--- src/rtl/e_sync_pkg.sv ---
package e_sync_pkg;
  typedef enum logic [2:0] {
    ST_IDLE,
    ST_WAIT_HI,
    ST_WAIT_FALL,
    ST_CYCLE,
    ST_DONE
  } seq_state_e;
endpackage

--- src/rtl/e_clk_gen.sv ---
module e_clk_gen #(
  parameter int E_LOW  = 6,
  parameter int E_HIGH = 4
) (
  input  logic clk_i,
  input  logic rst_ni,
  output logic e_o,
  output logic e_last_o
);
  localparam int PERIOD = E_LOW + E_HIGH;
  localparam int CW     = $clog2(PERIOD + 1);

  logic [CW-1:0] cnt_q;

  always_ff @(posedge clk_i or negedge rst_ni) begin
    if (!rst_ni)                         cnt_q <= '0;
    else if (cnt_q == CW'(PERIOD - 1))   cnt_q <= '0;
    else                                 cnt_q <= cnt_q + 1'b1;
  end

  assign e_o      = (cnt_q >= CW'(E_LOW));
  assign e_last_o = (cnt_q == CW'(PERIOD - 1));

  assert_cnt_range_R1: assert property (@(posedge clk_i) disable iff (!rst_ni)
    cnt_q < CW'(PERIOD));
  assert_fall_at_wrap_R1: assert property (@(posedge clk_i) disable iff (!rst_ni)
    $fell(e_o) |-> (cnt_q == '0));
endmodule

--- src/rtl/vpa_decode.sv ---
module vpa_decode (
  input  logic clk_i,
  input  logic rst_ni,
  input  logic as_i,
  input  logic addr_hi_i,
  output logic vpa_o
);
  always_ff @(posedge clk_i or negedge rst_ni) begin
    if (!rst_ni) vpa_o <= 1'b0;
    else         vpa_o <= as_i & addr_hi_i;
  end

  assert_vpa_release_R3: assert property (@(posedge clk_i) disable iff (!rst_ni)
    !as_i |=> !vpa_o);
  assert_vpa_region_R2: assert property (@(posedge clk_i) disable iff (!rst_ni)
    !addr_hi_i |=> !vpa_o);
endmodule

--- src/rtl/e_cycle_fsm.sv ---
module e_cycle_fsm
  import e_sync_pkg::*;
(
  input  logic clk_i,
  input  logic rst_ni,
  input  logic vpa_i,
  input  logic e_i,
  input  logic e_last_i,
  input  logic rd_i,
  output logic per_en_o,
  output logic rd_latch_o,
  output logic done_o
);
  seq_state_e state_q, state_d;
  logic       held_q;
  logic       in_cyc;

  always_comb begin
    state_d = state_q;
    unique case (state_q)
      ST_IDLE:      if (vpa_i && !held_q) state_d = ST_WAIT_HI;
      ST_WAIT_HI: begin
        if (!vpa_i)        state_d = ST_IDLE;
        else if (e_last_i) state_d = ST_CYCLE;
        else if (e_i)      state_d = ST_WAIT_FALL;
      end
      ST_WAIT_FALL: begin
        if (!vpa_i)        state_d = ST_IDLE;
        else if (e_last_i) state_d = ST_CYCLE;
      end
      ST_CYCLE:     if (e_last_i) state_d = ST_DONE;
      ST_DONE:      state_d = ST_IDLE;
      default:      state_d = ST_IDLE;
    endcase
  end

  always_ff @(posedge clk_i or negedge rst_ni) begin
    if (!rst_ni) begin
      state_q <= ST_IDLE;
      held_q  <= 1'b0;
    end else begin
      state_q <= state_d;
      if (state_q == ST_DONE) held_q <= 1'b1;
      else if (!vpa_i)        held_q <= 1'b0;
    end
  end

  assign in_cyc     = (state_q == ST_CYCLE);
  assign per_en_o   = in_cyc && e_i;
  assign rd_latch_o = in_cyc && e_last_i && rd_i;
  assign done_o     = (state_q == ST_DONE);

  assert_start_on_e_fall_R4: assert property (@(posedge clk_i) disable iff (!rst_ni)
    $rose(in_cyc) |-> $fell(e_i));
  assert_done_pulse_R7: assert property (@(posedge clk_i) disable iff (!rst_ni)
    done_o |=> !done_o);
  assert_done_after_fall_R7: assert property (@(posedge clk_i) disable iff (!rst_ni)
    done_o |-> ($past(in_cyc) && $fell(e_i)));
  assert_latch_then_done_R6: assert property (@(posedge clk_i) disable iff (!rst_ni)
    rd_latch_o |=> done_o);
  assert_no_restart_R9: assert property (@(posedge clk_i) disable iff (!rst_ni)
    (held_q && vpa_i) |=> (state_q == ST_IDLE));
endmodule

--- src/rtl/e_sync_seq.sv ---
module e_sync_seq #(
  parameter int E_LOW  = 6,
  parameter int E_HIGH = 4
) (
  input  logic clk_i,
  input  logic rst_ni,
  input  logic as_i,
  input  logic addr_hi_i,
  input  logic rd_i,
  output logic e_o,
  output logic vpa_o,
  output logic per_en_o,
  output logic rd_latch_o,
  output logic done_o
);
  logic e_last;

  e_clk_gen #(.E_LOW(E_LOW), .E_HIGH(E_HIGH)) u_egen (
    .clk_i    (clk_i),
    .rst_ni   (rst_ni),
    .e_o      (e_o),
    .e_last_o (e_last)
  );

  vpa_decode u_dec (
    .clk_i     (clk_i),
    .rst_ni    (rst_ni),
    .as_i      (as_i),
    .addr_hi_i (addr_hi_i),
    .vpa_o     (vpa_o)
  );

  e_cycle_fsm u_fsm (
    .clk_i      (clk_i),
    .rst_ni     (rst_ni),
    .vpa_i      (vpa_o),
    .e_i        (e_o),
    .e_last_i   (e_last),
    .rd_i       (rd_i),
    .per_en_o   (per_en_o),
    .rd_latch_o (rd_latch_o),
    .done_o     (done_o)
  );
endmodule

--- config.mk ---
export PLATFORM = sky130hd
export DESIGN_NAME = e_sync_seq
export DESIGN_NICKNAME = d
export VERILOG_FILES = /design/src/rtl/e_sync_pkg.sv /design/src/rtl/e_clk_gen.sv /design/src/rtl/vpa_decode.sv /design/src/rtl/e_cycle_fsm.sv /design/src/rtl/e_sync_seq.sv
export SDC_FILE = /design/constraint.sdc
export NUM_CORES = 1
export LEC_CHECK = 0
export ABC_AREA = 1
export BUFFER_PORTS_ARGS = -buffer_cell sky130_fd_sc_hd__buf_2
export CAP_MARGIN = 30
export CORE_AREA = 2 2 39 41
export DETAILED_ROUTE_END_ITERATION = 7
export DIE_AREA = 0 0 41 43
export PLACE_DENSITY_LB_ADDON = 0.15
export SLEW_MARGIN = 0
export SYNTH_ARGS = -nofsm -noshare
export SYNTH_HDL_FRONTEND = slang
export SYNTH_SLANG_ARGS = --single-unit
--- constraint.sdc ---
create_clock -name clk_i -period 1.8 [get_ports clk_i]
set_clock_uncertainty 0.05 [all_clocks]
set_input_delay 0.54 -clock clk_i [delete_from_list [all_inputs] [get_ports clk_i]]
set_output_delay 0.54 -clock clk_i [all_outputs]
set_load 0.02 [all_outputs]
==> results of run 1 <==
==> Yosys cell counts <==
| master | instances | area (µm²) |
|---|---|---|
| o21ai_2 | 1 | 8.76 |
| nor3b_1 | 1 | 7.51 |
| a21oi_2 | 1 | 8.76 |
| inv_1 | 11 | 41.3 |
| nand2_1 | 18 | 67.6 |
| nand3_1 | 4 | 20.0 |
| nor3_1 | 2 | 10.0 |
| nor2_1 | 8 | 30.0 |
| dfrtp_1 | 9 | 225 |
| a21oi_1 | 1 | 5.00 |
| nor2_2 | 3 | 18.8 |
| o21ai_0 | 1 | 5.00 |
| nor2_4 | 2 | 22.5 |
| nand2_2 | 2 | 12.5 |
| inv_2 | 3 | 11.3 |
| a21o_1 | 1 | 7.51 |
==> area by class of cell <==
| class | instances | area [µm²] |
|---|---|---|
| multi-input cells | 45 | 241 |
| flip-flops and latches | 9 | 226 |
| clock buffers | 4 | 26.3 |
| well taps | 16 | 20.0 |
| inverters | 14 | 52.6 |
| fillers | 143 | 729 |
| repair buffers | 14 | 87.6 |
==> path summary, 6_finish.rpt <==
check	from	depth (start not counted)	slack (ns)	endpoint
worst max-delay path	u_egen.cnt_q[2]$_DFF_PN0_	6	-0.02	rd_latch_o
worst max register to register	u_egen.cnt_q[1]$_DFF_PN0_	8	0.54	u_fsm.state_q[0]$_DFFE_PN0P_
worst min register to register	u_fsm.held_q$_DFFE_PN0P_	1	0.45	u_fsm.held_q$_DFFE_PN0P_
worst min-delay path	rst_ni	1	0.07	u_egen.cnt_q[0]$_DFF_PN0_
max in group asynchronous	rst_ni	1	1.44	u_egen.cnt_q[0]$_DFF_PN0_
min in group clk_i	addr_hi_i	3	0.43	u_dec.vpa_o$_DFF_PN0_
==> metrics by stage <==
stage                     power, mW  std cells  hold WS [ns]  TNS (ns)   util
final                         0.607        102        0.0711   -0.0206  0.473
after global routing          0.656        102        0.0727    -0.204  0.473
after CTS                     0.615        101        0.0760   -0.0365  0.463
after detailed placement      0.453         93         0.351         0  0.410
after global placement        0.452         93         0.354         0  0.410
after floorplan               0.410         68         0.194         0      -
==> registers in the layout, summed over array words and instances (netlist names) <==
signal         count
u_dec.vpa_o        1
u_egen.cnt_q       4
u_fsm.held_q       1
u_fsm.state_q      3
==> logic make-up after synthesis <==
| logic type | Yosys count | share of synthesized area |
|---|---|---|
| DFF | 9 | 0.449 |
| and+or+nand+nor | 40 | 0.377 |
| buffers and inverters | 14 | 0.105 |
| AOI/OAI and AO/OA | 5 | 0.0698 |
==> layer usage <==
layer	track usage	vias up	share of wire
li1	-	240	-
met1	0.175	191	0.49
met2	0.209	11	0.45
met3	0.0471	2	0.044
met4	0.0800	0	0.0098
met5	0	-	0
==> repair_timing <==
action | CTS | global route
buffers inserted | 4 | 1
resized for setup | 5 | 5
endpoints found under the hold margin | 0 | 0
pin swaps | 1 | 3
endpoints found under the setup margin | 1 | 3
gates cloned | 0 | 0
==> report_power, final <==
group	total (mW)	internal [mW]	switching (mW)
clock	0.150	0.0851	0.0648
combinational	0.200	0.0806	0.119
sequential	0.257	0.223	0.0337
==> run summary, run 1 <==
kind of critical path -> register to output port
antenna-violating nets left -> 0
core area -> 1380 µm²
RD Place Congestion -> 0.749
type of origin of the critical path -> register
FMAX -> 0.549 GHz
Pwr per Cell Area -> 927 nW/µm²
Mapped Cells -> 68
Area Growth Syn to Fin -> 30.4%
register bit count reported by yosys -> 9
post-synthesis net count -> 73
drt initial violations -> 2
drt total wl -> 918 µm
Root Buffer -> clkbuf_4
Die ar. -> 1760 µm²
max incr delay on CP -> 0.39 ns
Num CTS Buffers -> 3
leakage power -> 0.389 nW
first-pass GRT wire length -> 1.65 mm
register area share after synthesis -> 0.449
Max-Cap Viols -> 0
GRT Util Overall -> 0.143
layout cell share with drive strength beyond 1 -> 0.430
total number of vias -> 444
CTS H-tree lvls -> 1
Slowest cell on crit path -> dfrtp_1
Slew Viols, Final -> 0
vias in the first global route -> 422
Placed Area -> 567 µm²
Final Hold Fails -> 0
fin nets -> 92
Setup crit end kind -> output port
ANT cells -> 0
failing checks -> negative setup slack
Hold Crit Class -> primary input to asynchronous set/reset pin
Die H -> 43 µm
Longest Clk Path Bufs -> 2
Synth cell types -> 16
total gr overflow -> 0
largest net degree at the start of global routing -> 10
Worst Path Arrival -> 1.23 ns
TritonRoute pass-1 iters -> 4
clk_lat worst skew -> 0.25 ns
Initial Util -> 0.363
Die X -> 41 µm
Req. time, crit path -> 1.21 ns
vias per cell -> 4.35
synthesis warning total -> 0
post-route cell area -> 654 µm²
# IOs -> 10
Clk pin slew, worst setup/hold paths -> 0.06 ns
post-synthesis instance area -> 502 µm²
TritonCTS clock tree -> yes
hpwl dp -> 738 µm
commonest cells after routing, fill and taps aside -> nand2_1, inv_1, nor2_1, dfrtp_1
RSZ-0062 raised after global routing -> true
peak supply drop -> 0.429 mV
final setup margin -> -0.0206 ns
largest fanout on the critical path -> 2
crit-path leading delay family -> flip-flops
worst slack at placement -> 0.142 ns
status -> finished with violations
min Tclk post-route -> 1.82 ns
final period utilization -> 1.01
hold buffer count at cts -> 0
Slew @ Worst Pin -> 0.223 ns
Avg Inst Size Synth -> 7.38 µm²
Site Rows -> 14
routed len/inst -> 9.00 µm
Slew HR -> 0.850
commonest non-fill, non-tap cell in the layout -> nand2_1
DRC -> 0
initial antenna violation count -> 0
Final Setup Violations -> 1
CP Buf/Inv Count -> 3
PortBufs -> 9
clock sinks -> 9
crit-path most repeated cell -> inv_2
cell chain of the critical path -> inv_2 > nand2_2 > nor2_2 > inv_2 > nor3b_2 > buf_4
Power figures use the tool's default switching activity.
==> inputs of run 2 (changes only) <==
--- a/config.mk
+++ b/config.mk
@@ -8,6 +8,8 @@
 export ABC_AREA = 1
 export BUFFER_PORTS_ARGS = -buffer_cell sky130_fd_sc_hd__buf_2
 export CAP_MARGIN = 30
+export CELL_PAD_IN_SITES_DETAIL_PLACEMENT = 1
+export CELL_PAD_IN_SITES_GLOBAL_PLACEMENT = 1
 export CORE_AREA = 2 2 39 41
 export DETAILED_ROUTE_END_ITERATION = 7
 export DIE_AREA = 0 0 41 43
@@ -15,4 +17,5 @@
 export SLEW_MARGIN = 0
 export SYNTH_ARGS = -nofsm -noshare
 export SYNTH_HDL_FRONTEND = slang
+export SYNTH_HIERARCHICAL = 1
 export SYNTH_SLANG_ARGS = --single-unit
==> run summary, run 2 <==
Setup Total Neg Slack -> 0 ns
min Tclk post-route -> 1.77 ns
Post-synth EDFFs -> 0
Worst Path Arrival -> 1.18 ns
hpwl dp -> 817 µm
Longest Clk Path Bufs -> 2
TritonRoute pass-1 iters -> 4
register area -> 225 µm²
synthesis warning total -> 6
Die ar. -> 1760 µm²
register bit count reported by yosys -> 9
Mapped Cells -> 65
post-synthesis instance area -> 475 µm²
largest fanout on the critical path -> 2
RD Place Congestion -> 0.691
Synth top area share -> 0.474
Main synth FF type -> dfrtp_1
max FFs per register -> 4
routed len/inst -> 11.3 µm
core area -> 1380 µm²
peak supply drop -> 0.459 mV
DRC -> 0
Synth cell types -> 13
total number of vias -> 458
commonest non-fill, non-tap cell in the layout -> nand2_1
CTS H-tree lvls -> 1
vias per cell -> 4.58
Max-Cap Viols -> 0
Clk pin slew, worst setup/hold paths -> 0.06 ns
Pwr per Cell Area -> 1030 nW/µm²
TritonCTS clock tree -> yes
Final Setup Violations -> 0
total gr overflow -> 0
Area contributors post-synth -> dfrtp_1, nand2_1, inv_1
clock sinks -> 9
Site Rows -> 14
Num CTS Buffers -> 3
largest register by flop count -> u_egen/cnt_q
Initial Util -> 0.344
drt initial violations -> 5
initial antenna violation count -> 0
layout cell share with drive strength beyond 1 -> 0.321
Req. time, crit path -> 1.21 ns
antenna-violating nets left -> 0
Die X -> 41 µm
Async SR Flop Fraction -> 1.00
Area Growth Syn to Fin -> 31.1%
kind of critical path -> register to output port
leakage power -> 0.382 nW
# fillers -> 181
Slew Viols, Final -> 0
area of the multi-input gates -> 215 µm²
GRT Util Overall -> 0.165
ANT cells -> 0
RSZ-0062 raised after global routing -> true
Slew @ Worst Pin -> 0.254 ns
Root Buffer -> clkbuf_4
Tot Pwr -> 0.643 mW
final period utilization -> 0.985
post-synthesis net count -> 70
most frequent cell after synthesis -> nand2_1
first-pass GRT wire length -> 1.93 mm
final core utilization -> 0.450
Slew HR -> 0.830
Avg Inst Size Synth -> 7.31 µm²
Final Hold Fails -> 0
vias in the first global route -> 441
PortBufs -> 9
# IOs -> 10
FMAX -> 0.564 GHz
status -> complete, no violations
Die H -> 43 µm
commonest cells after routing, fill and taps aside -> nand2_1, inv_1, dfrtp_1, nor2_1, buf_4
drt total wl -> 1.13 mm
fin nets -> 90
Setup crit end kind -> output port
cell accounting for the most synthesized area -> dfrtp_1
Largest regs -> u_egen/cnt_q: 4 flops, u_fsm/state_q: 3 flops
largest net degree at the start of global routing -> 10
type of origin of the critical path -> register
clk_lat worst skew -> 0.26 ns
most frequent cells after synthesis -> nand2_1, inv_1, dfrtp_1, nor2_1, nand3_1
hold buffer count at cts -> 0
register area share after synthesis -> 0.474
Hold Crit Class -> primary input to asynchronous set/reset pin
final hold slack -> 0.0708 ns
## run 2: changes by cell type after synthesis, sizes merged, moves of 2 or more
cell,previous run,this run
nand2,20,17
nand3,4,8
nand4,0,2
inv,14,11
## run 2: repair_timing
| item | in CTS | in global routing |
|---|---|---|
| setup endpoints to repair | 2 | 3 |
| pin swaps | 2 | 0 |
| gates resized for setup | 4 | 1 |
| buffers inserted | 3 | 1 |
## run 2: kinds of logic (layout without fill, tap and decap cells)
family,Yosys count,after routing,synth area share
buffers and inverters,11,30,0.0868
DFF,9,9,0.474
and+or+nand+nor,40,40,0.382
AOI/OAI and AO/OA,5,5,0.0579
## run 2: critical path: stages, from the launching register on
cell	delay, ns
dfrtp_1	0.40
inv_2	0.08
nand2_2	0.05
nor2_2	0.12
nand2_1	0.06
nor2_1	0.08
buf_4	0.14
## run 2: path summary, 6_finish.rpt
kind / slack, ns / endpoint / cells after the start / start
worst max-delay path: 0.03 / rd_latch_o / 6 / u_egen/cnt_q[2]$_DFF_PN0_
worst min-delay path: 0.07 / u_egen/cnt_q[1]$_DFF_PN0_ / 1 / rst_ni
worst max register to register: 0.33 / u_fsm/state_q[0]$_DFFE_PN0P_ / 10 / u_egen/cnt_q[2]$_DFF_PN0_
worst min register to register: 0.45 / u_fsm/held_q$_DFFE_PN0P_ / 1 / u_fsm/held_q$_DFFE_PN0P_
max in group asynchronous: 1.45 / u_egen/cnt_q[0]$_DFF_PN0_ / 1 / rst_ni
min in group clk_i: 0.43 / u_dec/vpa_o$_DFF_PN0_ / 3 / addr_hi_i
## run 2: per-layer routing
layer / track usage / share of wire / vias to the layer above
met5: 0 / 0 / -
met4: 0.100 / 0.025 / 0
met3: 0.0314 / 0.036 / 4
met2: 0.213 / 0.42 / 10
met1: 0.246 / 0.52 / 201
li1: - / - / 243
## run 2: cell type report
| cell class | instances | share of cell area |
|---|---|---|
| Inverter | 11 | 0.0663 |
| Multi-Input combinational cell | 45 | 0.345 |
| Timing Repair Buffer | 15 | 0.153 |
| Tap cell | 16 | 0.0321 |
| Clock buffer | 4 | 0.0422 |
| Sequential cell | 9 | 0.361 |
## run 2: report_power, final
group	total, mW	internal (mW)	leakage, nW	switching, mW
sequential	0.275	0.233	0.113	0.0425
clock	0.155	0.0854	0.0150	0.0694
combinational	0.213	0.0768	0.254	0.136
total	0.643	0.395	0.382	0.248
## run 2: through the flow
stage          instances  cell area [µm²]  setup WS, ns
2_1_floorplan         65              479        0.0813
6_report             100              623        0.0261
5_1_grt              100              623       -0.0798
3_3_place_gp          92              559         0.200
4_1_cts               99              613       0.00912
3_5_place_dp          92              559         0.181
